`src/rtl/dphy_seq_pkg.sv`:
```
package dphy_seq_pkg;

  typedef enum logic [2:0] {
    LN_LP11   = 3'd0,
    LN_LP00   = 3'd1,
    LN_HS0    = 3'd2,
    LN_HSDATA = 3'd3,
    LN_TRAIL  = 3'd4,
    LN_HSCLK  = 3'd5
  } lane_code_e;

  typedef enum logic [3:0] {
    SQ_INIT,
    SQ_IDLE,
    SQ_CK_PREP,
    SQ_CK_ZERO,
    SQ_CK_PRE,
    SQ_D_PREP,
    SQ_D_ZERO,
    SQ_D_HS,
    SQ_D_TRAIL,
    SQ_CK_POST,
    SQ_CK_TRAIL
  } seq_state_e;

  // A setting of S byte clocks loads the down-counter with S-1; S = 0 acts as 1.
  function automatic logic [15:0] span_to_load(input logic [15:0] span);
    return (span == 16'd0) ? 16'd0 : span - 16'd1;
  endfunction

  // Initialization expires once the elapsed count reaches the setting.
  function automatic logic init_reached(input logic [16:0] elapsed, input logic [16:0] setting);
    return elapsed >= setting;
  endfunction

endpackage

```
`src/rtl/seq_init_hold.sv`:
```
module seq_init_hold #(
  parameter int INIT_W = 15
) (
  input  logic              clk,
  input  logic              rst_n,
  input  logic [INIT_W-1:0] cfg_cycles,
  output logic              done
);
  import dphy_seq_pkg::*;

  logic [INIT_W-1:0] elapsed_q;
  logic [INIT_W:0]   elapsed_next;

  assign elapsed_next = {1'b0, elapsed_q} + 1'b1;

  always_ff @(posedge clk or negedge rst_n) begin
    if (!rst_n) begin
      elapsed_q <= '0;
      done      <= 1'b0;
    end else if (!done) begin
      if (init_reached(17'(elapsed_next), 17'(cfg_cycles)))
        done <= 1'b1;
      else
        elapsed_q <= elapsed_next[INIT_W-1:0];
    end
  end

endmodule

```
`src/rtl/seq_interval_timer.sv`:
```
module seq_interval_timer #(
  parameter int CNT_W = 7
) (
  input  logic             clk,
  input  logic             rst_n,
  input  logic             load,
  input  logic [CNT_W-1:0] load_val,
  output logic             expired
);
  logic [CNT_W-1:0] left_q;

  always_ff @(posedge clk or negedge rst_n) begin
    if (!rst_n)
      left_q <= '0;
    else if (load)
      left_q <= load_val;
    else if (left_q != '0)
      left_q <= left_q - 1'b1;
  end

  assign expired = (left_q == '0);

endmodule

```
`src/rtl/seq_lane_ctrl.sv`:
```
module seq_lane_ctrl #(
  parameter int CNT_W = 7
) (
  input  logic                      clk,
  input  logic                      rst_n,
  input  logic                      cont_clk,
  input  logic [CNT_W-1:0]          cfg_prep,
  input  logic [CNT_W-1:0]          cfg_zero,
  input  logic [CNT_W-1:0]          cfg_clk_pre,
  input  logic [CNT_W-1:0]          cfg_clk_post,
  input  logic [CNT_W-1:0]          cfg_trail,
  input  logic                      init_done,
  input  logic                      req,
  input  logic                      burst_done,
  input  logic                      interval_over,
  output dphy_seq_pkg::seq_state_e  state,
  output logic                      timer_load,
  output logic [CNT_W-1:0]          timer_val
);
  import dphy_seq_pkg::*;

  seq_state_e       state_q, state_d;
  logic [CNT_W-1:0] span;

  always_comb begin
    state_d = state_q;
    unique case (state_q)
      SQ_INIT:     if (init_done)     state_d = cont_clk ? SQ_CK_PREP : SQ_IDLE;
      SQ_IDLE:     if (req)           state_d = cont_clk ? SQ_D_PREP : SQ_CK_PREP;
      SQ_CK_PREP:  if (interval_over) state_d = SQ_CK_ZERO;
      SQ_CK_ZERO:  if (interval_over) state_d = cont_clk ? SQ_IDLE : SQ_CK_PRE;
      SQ_CK_PRE:   if (interval_over) state_d = SQ_D_PREP;
      SQ_D_PREP:   if (interval_over) state_d = SQ_D_ZERO;
      SQ_D_ZERO:   if (interval_over) state_d = SQ_D_HS;
      SQ_D_HS:     if (burst_done)    state_d = SQ_D_TRAIL;
      SQ_D_TRAIL:  if (interval_over) state_d = cont_clk ? SQ_IDLE : SQ_CK_POST;
      SQ_CK_POST:  if (interval_over) state_d = SQ_CK_TRAIL;
      SQ_CK_TRAIL: if (interval_over) state_d = SQ_IDLE;
      default:                        state_d = SQ_INIT;
    endcase
  end

  always_comb begin
    unique case (state_d)
      SQ_CK_PREP, SQ_D_PREP:   span = cfg_prep;
      SQ_CK_ZERO, SQ_D_ZERO:   span = cfg_zero;
      SQ_CK_PRE:               span = cfg_clk_pre;
      SQ_CK_POST:              span = cfg_clk_post;
      SQ_D_TRAIL, SQ_CK_TRAIL: span = cfg_trail;
      default:                 span = '0;
    endcase
  end

  assign timer_load = (state_d != state_q);
  assign timer_val  = CNT_W'(span_to_load(16'(span)));

  always_ff @(posedge clk or negedge rst_n) begin
    if (!rst_n) state_q <= SQ_INIT;
    else        state_q <= state_d;
  end

  assign state = state_q;

endmodule

```
`src/rtl/seq_lane_encode.sv`:
```
module seq_lane_encode (
  input  dphy_seq_pkg::seq_state_e state,
  input  logic                     cont_clk,
  output dphy_seq_pkg::lane_code_e clk_code,
  output dphy_seq_pkg::lane_code_e dat_code
);
  import dphy_seq_pkg::*;

  always_comb begin
    unique case (state)
      SQ_INIT:     clk_code = LN_LP11;
      SQ_IDLE:     clk_code = cont_clk ? LN_HSCLK : LN_LP11;
      SQ_CK_PREP:  clk_code = LN_LP00;
      SQ_CK_ZERO:  clk_code = LN_HS0;
      SQ_CK_TRAIL: clk_code = LN_TRAIL;
      default:     clk_code = LN_HSCLK;
    endcase
  end

  always_comb begin
    unique case (state)
      SQ_D_PREP:  dat_code = LN_LP00;
      SQ_D_ZERO:  dat_code = LN_HS0;
      SQ_D_HS:    dat_code = LN_HSDATA;
      SQ_D_TRAIL: dat_code = LN_TRAIL;
      default:    dat_code = LN_LP11;
    endcase
  end

endmodule

```
`src/rtl/dphy_tx_sequencer.sv`:
```
module dphy_tx_sequencer #(
  parameter int LANES  = 4,
  parameter int CNT_W  = 7,
  parameter int INIT_W = 15,
  localparam int DW    = 8 * LANES
) (
  input  logic              clk,
  input  logic              rst_n,
  input  logic              cfg_cont_clk,
  input  logic [INIT_W-1:0] cfg_init_cycles,
  input  logic [CNT_W-1:0]  cfg_prep,
  input  logic [CNT_W-1:0]  cfg_zero,
  input  logic [CNT_W-1:0]  cfg_clk_pre,
  input  logic [CNT_W-1:0]  cfg_clk_post,
  input  logic [CNT_W-1:0]  cfg_trail,
  input  logic              pkt_req,
  input  logic              pkt_valid,
  input  logic              pkt_last,
  input  logic [DW-1:0]     pkt_data,
  output logic              pkt_ready,
  output logic [DW-1:0]     tx_data,
  output logic              tx_strobe,
  output logic [2:0]        clk_lane,
  output logic [2:0]        dat_lane,
  output logic              init_done
);
  import dphy_seq_pkg::*;

  seq_state_e       state;
  lane_code_e       clk_code, dat_code;
  logic             timer_load, interval_over;
  logic [CNT_W-1:0] timer_val;
  logic             hs_accept, burst_done;

  seq_init_hold #(.INIT_W(INIT_W)) u_init (
    .clk(clk), .rst_n(rst_n), .cfg_cycles(cfg_init_cycles), .done(init_done)
  );

  seq_interval_timer #(.CNT_W(CNT_W)) u_timer (
    .clk(clk), .rst_n(rst_n), .load(timer_load), .load_val(timer_val),
    .expired(interval_over)
  );

  seq_lane_ctrl #(.CNT_W(CNT_W)) u_ctrl (
    .clk(clk), .rst_n(rst_n), .cont_clk(cfg_cont_clk),
    .cfg_prep(cfg_prep), .cfg_zero(cfg_zero), .cfg_clk_pre(cfg_clk_pre),
    .cfg_clk_post(cfg_clk_post), .cfg_trail(cfg_trail),
    .init_done(init_done), .req(pkt_req), .burst_done(burst_done),
    .interval_over(interval_over), .state(state),
    .timer_load(timer_load), .timer_val(timer_val)
  );

  seq_lane_encode u_enc (
    .state(state), .cont_clk(cfg_cont_clk), .clk_code(clk_code), .dat_code(dat_code)
  );

  assign pkt_ready  = (state == SQ_D_HS);
  assign hs_accept  = pkt_ready & pkt_valid;
  assign burst_done = hs_accept & pkt_last;
  assign clk_lane   = clk_code;
  assign dat_lane   = dat_code;

  always_ff @(posedge clk or negedge rst_n) begin
    if (!rst_n) begin
      tx_data   <= '0;
      tx_strobe <= 1'b0;
    end else begin
      tx_strobe <= hs_accept;
      if (hs_accept) tx_data <= pkt_data;
    end
  end

endmodule

```
`config.mk`:
```
export PLATFORM = sky130hd
export DESIGN_NAME = dphy_tx_sequencer
export DESIGN_NICKNAME = d
export VERILOG_FILES = /design/src/rtl/dphy_seq_pkg.sv /design/src/rtl/seq_init_hold.sv /design/src/rtl/seq_interval_timer.sv /design/src/rtl/seq_lane_ctrl.sv /design/src/rtl/seq_lane_encode.sv /design/src/rtl/dphy_tx_sequencer.sv
export SDC_FILE = /design/constraint.sdc
export NUM_CORES = 1
export LEC_CHECK = 0
export BUFFER_PORTS_ARGS = -buffer_cell sky130_fd_sc_hd__buf_2
export CORE_ASPECT_RATIO = 0.75
export CORE_MARGIN = 2
export CORE_UTILIZATION = 50
export CTS_CLUSTER_SIZE = 12
export DETAILED_ROUTE_END_ITERATION = 10
export HOLD_SLACK_MARGIN = 0.02
export PLACE_DENSITY = 0.78
export SLEW_MARGIN = 15
export SYNTH_ARGS = -nofsm -noshare
export SYNTH_HDL_FRONTEND = slang
export SYNTH_SLANG_ARGS = --single-unit
```
`constraint.sdc`:
```
create_clock -name clk -period 6.1 [get_ports clk]
set_input_delay 0.305 -clock clk [delete_from_list [all_inputs] [get_ports clk]]
set_output_delay 0.305 -clock clk [all_outputs]
set_load 0.005 [all_outputs]
```
==> reports/metrics.yaml, run 1 <==
power_and_ir_drop:
  internal_power_mw: 1.43
  seq_power_share: 0.278
  p_comb_frac: 0.506
  p_clk_frac: 0.217
  leakagePower_nw: 2.51
  p_sw_mw: 0.967
  p_per_area_mw_per_mm2: 459
  ir_drop_mv: 0.299
  p_sw_frac: 0.403
  total_power_mw: 2.40
clock_network:
  cts_tree: "built"
  cts_made_buffers: 9
  ctsHoldBuffers: 0
  htreeDepth: 3
  cts-root-buf: "clkbuf_16"
  cts_resized: 0
  clk_latency_ps: 330
  postCtsSetupRepairBufs: 0
  clockBufferDepth: 2
  clk_pin_slew_ps: 60
  clock_sinks: 60
die:
  die_h_um: 83.9
  pin_count: 129
  core_region_area_sq_mm: 0.00835
  core.rowCount: 29
  die_area_sq_mm: 0.00928
  start_util: 0.510
  die_w_um: 111
critical_path:
  worstSetupPathType: "flip-flop to flip-flop"
  critPathMaxFanout: 31
  worst_setup_path_start_kind: "flip-flop"
  path_cells: "ha_1 > nand3_1 > nor2_1 > nand3_1 > nor2_1 > nand3_1 > or2_2 > xnor2_1 > ha_1 > nor4_1 > a21o_1 > a21oi_1 > o211ai_1"
  cp.required_ps: 6270
  timing.rr.end: "u_init.elapsed_q[6]"
  rrSetupSlack_ps: 2060
  r2r_cells: 13
  critPathBufInv: 0
  cp.depth: 13
  cp.arrival_ps: 4200
  regToRegStartpoint: "u_init.elapsed_q[0]"
  crit_family: "simple AND/OR/NAND/NOR gates"
  crit_path_end_kind: "flip-flop"
  crit_slowest_cell: "ha_1"
  critPathMaxStageDelay_ps: 960
  cp_common_cell: "nand3_1"
grt:
  grt_usage: 0.246
  overflow: 0
  grt_max_degree: 61
  grt_pass1_vias: 3987
  antenna_found_initial: 0
  grt_pass1_wl_mm: 19.1
synth:
  synth_area_sq_mm: 0.00426
  yosys_warnings: 0
  yosysSeqAreaShare: 0.353
  ys_seq_elements: 60
  syn_nets: 568
  ys_types: 65
  synthTopCellsByArea: "dfrtp_1, mux2_2, o211ai_1, ha_1, xnor2_1"
  synth_edf_count: 0
  async_flop_share: 1.00
  avgSynthCellArea_sq_um: 9.24
  ys.flop_type: "dfrtp_1"
  syn_inst: 461
  yosys.area.top_type: "dfrtp_1"
  yosysTopAreaCellShare: 0.353
cells_and_area:
  antenna_cells: 0
  area_growth_pct: 22.8
  fin_nets: 677
  mostFrequentLayoutCells: "buf_2, dfrtp_1, o211ai_1, mux2_2, nand2_1"
  drive_gt1_frac: 0.351
  final_common_cell: "buf_2"
routing:
  ant_nets: 0
  num_vias: 4089
  detail_route.vias_per_cell: 5.99
  first_pass_iters: 5
  routed_wl_mm: 11.2
  drt_iter0_markers: 352
  drc_errors: 0
  wl_per_cell_um: 16.4
sta:
  worstMarginPinSlew_ps: 1010
  hold_viol: 0
  slew_viol_final: 0
  layout_min_cycle_time_ps: 4040
  finalCritPeriodShare: 0.662
  fin_worst_skew_ps: 6.72
  slew_headroom: 0.328
  max_freq_mhz: 248
  setup_tns_ps: 0
  finalSetupViolations: 0
  rsz0062_at_grt: "false"
worst_hold_path:
  min_path_type: "input port to async pin"
status:
  status: "finished clean"
place:
  portBuffers: 128
  gp_congestion: 0.943
  dp_hpwl_mm: 7.95
run:
  drv_cap: 0
## layout make-up
type                       instances  area, sq um
sequential                        60         1500
clock inverter                     7         80.1
tap                              108          135
clock buffer                       9          225
inverter                          27          104
multi-input combinational        339         2500
fill                             688         3120
timing repair buffer             133          678
## power groups by stage
stage | combinational (mW) | sequential [mW] | clock (mW)
4_1_cts | 1.21 | 0.665 | 0.531
3_3_place_gp | 1.16 | 0.659 | 0
5_1_grt | 1.34 | 0.689 | 0.549
2_1_floorplan | 0.866 | 0.642 | 0
3_5_place_dp | 1.19 | 0.665 | 0
6_report | 1.21 | 0.666 | 0.520
## through the flow
step	hold slack [ps]	instances	util	instance area [sq um]	worst slack (ps)
floorplan	9.41	461	-	4260	2760
global route	203	683	0.627	5230	1670
detailed placement	489	667	0.590	4920	2150
global placement	483	667	0.590	4920	2330
finish	120	683	0.627	5230	2060
CTS	169	683	0.627	5230	2110
## cell families (layout without fill, tap and decap cells)
family	Yosys count	after routing	synth area share
buffers and inverters	62	176	0.0599
adder cells (fa/ha/maj)	19	19	0.0558
AO/OA/AOI/OAI	125	125	0.212
multiplexers	33	33	0.0873
flip-flops	60	60	0.353
AND/OR/NAND/NOR	137	137	0.180
XOR/XNOR	25	25	0.0514
## synthesized netlist by cell type, drive strengths merged (5+ instances only)
| master | count |
|---|---|
| xor2 | 6 |
| nand3 | 15 |
| a211oi | 5 |
| a221oi | 6 |
| o21ai | 11 |
| a21o | 13 |
| a32oi | 5 |
| clkbuf | 21 |
| inv | 27 |
| a221o | 7 |
| ha | 19 |
| a21oi | 19 |
| nor2 | 15 |
| dfrtp | 60 |
| mux2 | 33 |
| nand2 | 32 |
| buf | 14 |
| xnor2 | 19 |
| nor3 | 20 |
| nor4 | 14 |
| o211ai | 33 |
| nor2b | 5 |
| and4 | 5 |
## worst reg2reg max path: stages (launching register included)
cell and delay [ps]:
dfrtp_1 450, ha_1 260, nand3_1 210, nor2_1 170
nand3_1 210, nor2_1 310, nand3_1 220, or2_2 380
xnor2_1 150, ha_1 960, nor4_1 150, a21o_1 200
a21oi_1 110, o211ai_1 120
## flip-flops by register name, summed over array words and instances, names as in the netlist
signal            cells
tx_strobe             1
u_init.elapsed_q     15
u_init.done           1
tx_data              32
u_timer.left_q        7
u_ctrl.state          4
## metal layers
layer / vias to the layer above / GRT usage / share of wire
met1: 1929 / 0.337 / 0.44
met5: - / 0 / 0
met3: 16 / 0.0508 / 0.078
met4: 0 / 0.0739 / 0.014
li1: 1952 / - / -
met2: 192 / 0.397 / 0.47
## worst max-delay path by stage
| stage | startpoint | to | slack, ps |
|---|---|---|---|
| final | u_init.elapsed_q[0] | u_init.elapsed_q[6] | 2060 |
| after detailed placement | u_init.elapsed_q[0] | u_init.elapsed_q[6] | 2150 |
| after CTS | u_init.elapsed_q[0] | u_init.elapsed_q[6] | 2110 |
| after floorplan | u_init.elapsed_q[0] | u_init.elapsed_q[0] | 2760 |
| after global routing | u_init.elapsed_q[0] | u_init.elapsed_q[5] | 1670 |
| after global placement | u_init.elapsed_q[0] | u_init.elapsed_q[12] | 2330 |
Power figures use the tool's default switching activity.
==> run 2, diff against run 1 <==
- ABC_AREA: default -> 1
- PLACE_DENSITY: 0.78 -> 0.79
- clock period: 6.1 -> 4 ns (I/O delays scaled with it)
==> reports/metrics.yaml, run 2 <==
sta:
  finalCritPeriodShare: 0.823  # +0.162
  fin_ws_ps: 706  # -1360 ps
  slew_headroom: 0.412  # +0.0832
  hold-worst-slack_ps: 50.3  # -70.1 ps
  worstMarginPinSlew_ps: 882  # -126 ps
  slew_viol_final: 0  # unchanged
  setup_tns_ps: 0  # unchanged
  finalSetupViolations: 0  # unchanged
  fin_worst_skew_ps: 5.36  # -1.36 ps
  max_freq_mhz: 304  # +23%
  hold_viol: 0  # unchanged
  rsz0062_at_grt: "false"
  layout_min_cycle_time_ps: 3290  # -743 ps
cells_and_area:
  drive_gt1_frac: 0.268  # -0.0838
  area_growth_pct: 23.6
  antenna_cells: 0  # unchanged
  largest-register: "tx_data"
  reg_top3: "tx_data: 32 flops, u_init.elapsed_q: 15 flops, u_timer.left_q: 7 flops"
  mostFrequentLayoutCells: "nand2_1, buf_2, nor2_1, inv_1, dfrtp_1"
  largest_register_ffs: 32  # unchanged
  fin_nets: 816  # +21%
  final_common_cell: "nand2_1"
critical_path:
  regToRegStartpoint: "u_init.elapsed_q[0]"
  crit_path_end_kind: "flip-flop"
  cp.depth: 18  # +5
  worst_setup_path_start_kind: "flip-flop"
  critPathMaxFanout: 17  # -45%
  rrSetupSlack_ps: 710  # -1360 ps
  cp.required_ps: 4270  # -2000 ps
  endpoint: "u_init.elapsed_q[7]"
  cp_common_cell: "inv_1"
  crit_family: "compound AO/OA/AOI/OAI gates"
  crit_slowest_cell: "o2111ai_2"
  critPathMaxStageDelay_ps: 610  # -350 ps
  timing.rr.end: "u_init.elapsed_q[7]"
  critPathBufInv: 5  # +5
  path_cells: "ha_1 > nand3_1 > nor3_1 > nand2_1 > nor2_1 > inv_1 > nor2_1 > inv_1 > o21ai_0 > inv_1 > ha_1 > nand4_1 > inv_1 > nand2_1 > o2111ai_2 > buf_4 > nor2_1 > a21oi_1"
  worstSetupPathType: "flip-flop to flip-flop"
  r2r_cells: 18  # +5
  cp.arrival_ps: 3560  # -640 ps
  startpoint: "u_init.elapsed_q[0]"
power_and_ir_drop:
  p_per_area_mw_per_mm2: 795  # +73%
  ir_drop_mv: 0.467  # +56%
  leakagePower_nw: 2.95  # +18%
  total_power_mw: 3.96  # +65%
routing:
  wl_per_cell_um: 12.3  # -25%
  drc_errors: 0  # unchanged
  num_vias: 4109  # +0.49%
  first_pass_iters: 5  # unchanged
  ant_nets: 0  # unchanged
  routed_wl_mm: 10.1  # -9.6%
  drt_iter0_markers: 353  # +0.28%
  detail_route.vias_per_cell: 5.02  # -16%
synth:
  syn_nets: 684  # +20%
  synth_area_sq_mm: 0.00403  # -5.3%
  synthTopCellsByArea: "dfrtp_1, nand2_1, nor2_1, ha_1, inv_1"
  synth_common_cells: "nand2_1, nor2_1, inv_1, dfrtp_1, nand3_1"
  ys.flop_type: "dfrtp_1"
  ys_seq_elements: 60  # unchanged
  yosysTopAreaCellShare: 0.372  # +0.0196
  async_flop_share: 1.00  # unchanged
  yosysSeqAreaShare: 0.372  # +0.0196
  synth.most_common_cell: "nand2_1"
  synth_edf_count: 0  # unchanged
  ys_types: 33  # -49%
  yosys.area.top_type: "dfrtp_1"
  yosys_warnings: 0  # unchanged
  avgSynthCellArea_sq_um: 6.99  # -24%
  syn_inst: 577  # +25%
clock_network:
  clk_pin_slew_ps: 70  # about the same
  cts_resized: 0  # unchanged
  ctsHoldBuffers: 1  # +1
  htreeDepth: 3  # unchanged
  cts_tree: "built"
  clockBufferDepth: 2  # unchanged
  postCtsSetupRepairBufs: 0  # unchanged
  cts-root-buf: "clkbuf_8"
  clock_sinks: 60  # unchanged
  clk_latency_ps: 340  # about the same
  cts_made_buffers: 9  # unchanged
grt:
  antenna_found_initial: 0  # unchanged
  grt_pass1_vias: 3834  # -3.8%
  grt_max_degree: 61  # unchanged
  grt_pass1_wl_mm: 16.8  # -12%
  overflow: 0  # unchanged
  grt_usage: 0.242  # -0.00399
place:
  gp_congestion: 0.933  # -1.1%
  portBuffers: 128  # unchanged
  dpl_worst_slack_ps: 721  # -1430 ps
  dp_hpwl_mm: 7.82  # -1.7%
die:
  core_region_area_sq_mm: 0.00785  # -6.0%
  die_h_um: 81.8  # -2.5%
  die_w_um: 108  # -2.6%
  pin_count: 129  # unchanged
  core.rowCount: 28  # -3.4%
  die_area_sq_mm: 0.00881  # -5.0%
  start_util: 0.514  # +0.00384
worst_hold_path:
  min_path_type: "input port to flip-flop"
run:
  drv_cap: 0  # unchanged
status:
  status: "finished clean"
run 2: cell count changes after synthesis, moves of 15 or more:
| cell | change |
|---|---|
| nand2_1 | +174 |
| inv_1 | +38 |
| nor2_1 | +50 |
| mux2_2 | -29 |
| xnor2_1 | -17 |
| nand3_1 | +26 |
| o211ai_1 | -32 |
| clkbuf_1 | -17 |
| nor3_1 | -15 |
run 2: logic make-up after synthesis:
logic type / Yosys count / synth area share
and+or+nand+nor: 353 / 0.380
muxes: 4 / 0.0112
DFF: 60 / 0.372
xor gates and xnor gates: 17 / 0.0369
adders and majority gates: 19 / 0.0589
AOI/OAI and AO/OA: 41 / 0.0608
buffers and inverters: 83 / 0.0803
run 2: tightest hold or removal path, delay by kind of cell:
kind                   cells  cell delay [ps]
buffers and inverters      1               70
and+or+nand+nor            2               90
run 2: layout make-up:
cell class	count	area, sq um
inverters	72	273
multi-input cells	434	2210
fillers	723	2860
clock buffers	9	124
clock inverters	7	76.3
flip-flops and latches	60	1500
repair buffers	132	673
well taps	105	131
run 2: metal layers:
layer / up-vias / GRT usage / share of wire
li1: 2069 / - / -
met1: 1865 / 0.313 / 0.44
met2: 151 / 0.401 / 0.47
met3: 24 / 0.0690 / 0.080
met4: 0 / 0.0705 / 0.015
met5: - / 0 / 0
run 2: worst min-delay path by stage:
stage	to	cells after the start	slack [ps]	startpoint
6_report	tx_data[16]	3	50	pkt_data[16]
5_1_grt	tx_data[26]	3	40	pkt_data[26]
4_1_cts	tx_data[16]	3	30	pkt_data[16]
2_1_floorplan	tx_data[0]	0	-100	rst_n
3_3_place_gp	tx_data[23]	2	390	rst_n
3_5_place_dp	tx_data[21]	2	400	rst_n
run 2: report_power, final:
group,switching (mW),leakage (nW),internal (mW)
sequential,0.138,0.754,0.830
clock,0.261,0.0958,0.290
combinational,1.57,2.10,0.875
total,1.97,2.95,2.00
run 2: per-stage QoR:
stage	area, sq um	utilization	instances
floorplan	4030	-	577
global placement	4780	0.609	802
detailed placement	4780	0.609	802
CTS	4990	0.636	819
global route	4990	0.636	819
finish	4990	0.636	819
==> run 3, diff against run 2 <==
- ABC_AREA: 1 -> 0
- PLACE_DENSITY: 0.79 -> 0.78
- clock period: 4 -> 3.2 ns (I/O delays scaled with it)
==> reports/metrics.yaml, run 3 (same netlist as run 1, synthesis figures left out) <==
die:
  pin_count: 129  # unchanged
  start_util: 0.510  # -0.00384
  die_w_um: 111  # +2.6%
  core.rowCount: 29  # +3.6%
  die_h_um: 83.9  # +2.6%
  core_region_area_sq_mm: 0.00835  # +6.3%
  die_area_sq_mm: 0.00928  # +5.3%
cells_and_area:
  fillers: 630  # -13%
  final_util: 0.699  # +0.0633
  area_growth_pct: 37.0
  largest-register: "tx_data"
  final_common_cell: "buf_2"
  antenna_cells: 0  # unchanged
  largest_register_ffs: 32  # unchanged
  fin_area_sq_mm: 0.00583  # +17%
  drive_gt1_frac: 0.452  # +0.184
  mostFrequentLayoutCells: "buf_2, dfrtp_1, buf_4, o211ai_1, mux2_2"
  reg_top3: "tx_data: 32 flops, u_init.elapsed_q: 15 flops, u_timer.left_q: 7 flops"
  fin_nets: 726  # -11%
critical_path:
  path_cells: "and4b_1 > a32oi_1 > o221a_2 > a211oi_4 > buf_4 > a221o_1 > a221o_1 > nor4_4 > a31oi_1 > a22o_1"
  crit_slowest_cell: "dfrtp_1"
  endpoint: "u_timer.left_q[0]"
  crit_path_end_kind: "flip-flop"
  timing.rr.end: "u_timer.left_q[0]"
  critPathBufInv: 1  # -4
  startpoint: "u_ctrl.state[3]"
  cp.arrival_ps: 3500  # -60 ps
  rrSetupSlack_ps: -100  # -810 ps
  r2r_cells: 10  # -8
  critPathMaxFanout: 11  # -6
  crit_family: "compound AO/OA/AOI/OAI gates"
  cp_common_cell: "a221o_1"
  regToRegStartpoint: "u_ctrl.state[3]"
  cp.required_ps: 3400  # -870 ps
  worstSetupPathType: "flip-flop to flip-flop"
  critPathMaxStageDelay_ps: 570  # -40 ps
  worst_setup_path_start_kind: "flip-flop"
  cp.depth: 10  # -8
place:
  portBuffers: 128  # unchanged
  gp_congestion: 0.883  # -5.3%
  dp_hpwl_mm: 8.64  # +10%
  placed_cell_area_sq_mm: 0.00528  # +10%
sta:
  slew_headroom: 0.442  # +0.0307
  setup_tns_ps: -395  # -395 ps
  max_freq_mhz: 303  # -0.22%
  hold_viol: 0  # unchanged
  fin_worst_skew_ps: 5.16  # -0.205 ps
  fin_ws_ps: -101  # -807 ps
  finalSetupViolations: 7  # +7
  worstMarginPinSlew_ps: 837  # -45.1 ps
  layout_min_cycle_time_ps: 3300  # +7.37 ps
  rsz0062_at_grt: "true"
  finalCritPeriodShare: 1.03  # +0.208
  slew_viol_final: 0  # unchanged
worst_hold_path:
  min_path_type: "input port to flip-flop"
  min_from: "pkt_data[6]"
power_and_ir_drop:
  seq_power_share: 0.233  # -0.011
  ir_drop_mv: 0.590  # +26%
  total_power_mw: 5.48  # +38%
  p_sw_mw: 2.24  # +14%
  internal_power_mw: 3.24  # +62%
  p_comb_frac: 0.597  # -0.020
  p_per_area_mw_per_mm2: 939  # +18%
  p_clk_frac: 0.169  # +0.030
  leakagePower_nw: 2.79  # -5.5%
  p_sw_frac: 0.409  # -0.0880
grt:
  grt_max_degree: 47  # -23%
  grt_pass1_vias: 4263  # +11%
  antenna_found_initial: 0  # unchanged
  grt_usage: 0.267  # +0.0248
  grt_pass1_wl_mm: 20.6  # +22%
  overflow: 0  # unchanged
routing:
  routed_wl_mm: 12.2  # +21%
  drc_errors: 0  # unchanged
  drt_iter0_markers: 343  # -2.8%
  wl_met2_mm: 5.86  # +24%
  detail_route.vias_per_cell: 5.89  # +17%
  routed.top_layer: "met4"
  wl_per_cell_um: 16.7  # +36%
  first_pass_iters: 5  # unchanged
  num_vias: 4311  # +4.9%
  wl_met1_mm: 5.42  # +22%
  wl_met3_um: 821  # +1.7%
  ant_nets: 0  # unchanged
clock_network:
  cts_made_buffers: 9  # unchanged
  htreeDepth: 3  # unchanged
  clockBufferDepth: 2  # unchanged
  clk_latency_ps: 320  # -20 ps
  clock_sinks: 60  # unchanged
  cts_tree: "built"
  clk_pin_slew_ps: 60  # about the same
  cts-root-buf: "clkbuf_16"
run:
  drv_cap: 0  # unchanged
status:
  status: "finished, violations left"
  violations: "negative setup slack"
## run 3: cell count changes in the layout (fill, tap and decap cells not counted), sizes merged, moves of 17 or more
cell,delta
nand2,-182
nor2,-61
buf,+50
inv,-43
o211ai,+32
nand3,-31
mux2,+29
xnor2,+17
## run 3: worst reg2reg max path: stages (launching register included)
cell	delay, ps
dfrtp_1	570
and4b_1	290
a32oi_1	310
o221a_2	310
a211oi_4	80
buf_4	150
a221o_1	330
a221o_1	340
nor4_4	390
a31oi_1	170
a22o_1	250
## run 3: timing repair
action | in CTS | in global routing
hold endpoints to repair | 34 | 0
buffers inserted | 5 | 2
setup endpoints to repair | 7 | 23
resized for setup | 20 | 22
hold buffers | 1 | 0
pin swaps | 19 | 6
## run 3: stage by stage
stage	worst slack [ps]	cells	hold WS (ps)
2_1_floorplan	12.9	461	-136
3_3_place_gp	-56.2	708	287
3_5_place_dp	-178	708	302
4_1_cts	-42.6	730	56.2
5_1_grt	-220	732	52.7
6_report	-101	732	61.9
## run 3: per-layer routing
layer | up-vias | track usage
li1 | 2033 | -
met1 | 2091 | 0.365
met2 | 175 | 0.444
met3 | 12 | 0.0545
met4 | 0 | 0.0545
met5 | - | 0
## run 3: power by group through the flow
| stage | Sequential (mW) | Clock, mW | Combinational (mW) |
|---|---|---|---|
| floorplan | 1.22 | 0 | 1.65 |
| global placement | 1.25 | 0 | 2.55 |
| detailed placement | 1.26 | 0 | 2.65 |
| CTS | 1.26 | 0.936 | 2.97 |
| global route | 1.31 | 0.976 | 3.53 |
| finish | 1.28 | 0.926 | 3.27 |
## run 3: how the worst min path moves through the flow
stage                              to  slack, ps  depth (start not counted)
after floorplan            tx_data[0]       -140                          0
after global placement      tx_strobe        290                          1
after detailed placement    tx_strobe        300                          1
after CTS                 tx_data[13]         60                          2
after global routing       tx_data[8]         50                          2
final                      tx_data[6]         60                          2
## run 3: final cells by class
class,instances,area (sq um),share of cell area
multi-input combinational,339,2720,0.466
sequential,60,1510,0.258
timing repair buffer,182,1090,0.186
clock buffer,9,225,0.0386
tap,108,135,0.0232
inverter,27,104,0.0178
clock inverter,7,60.1,0.0103
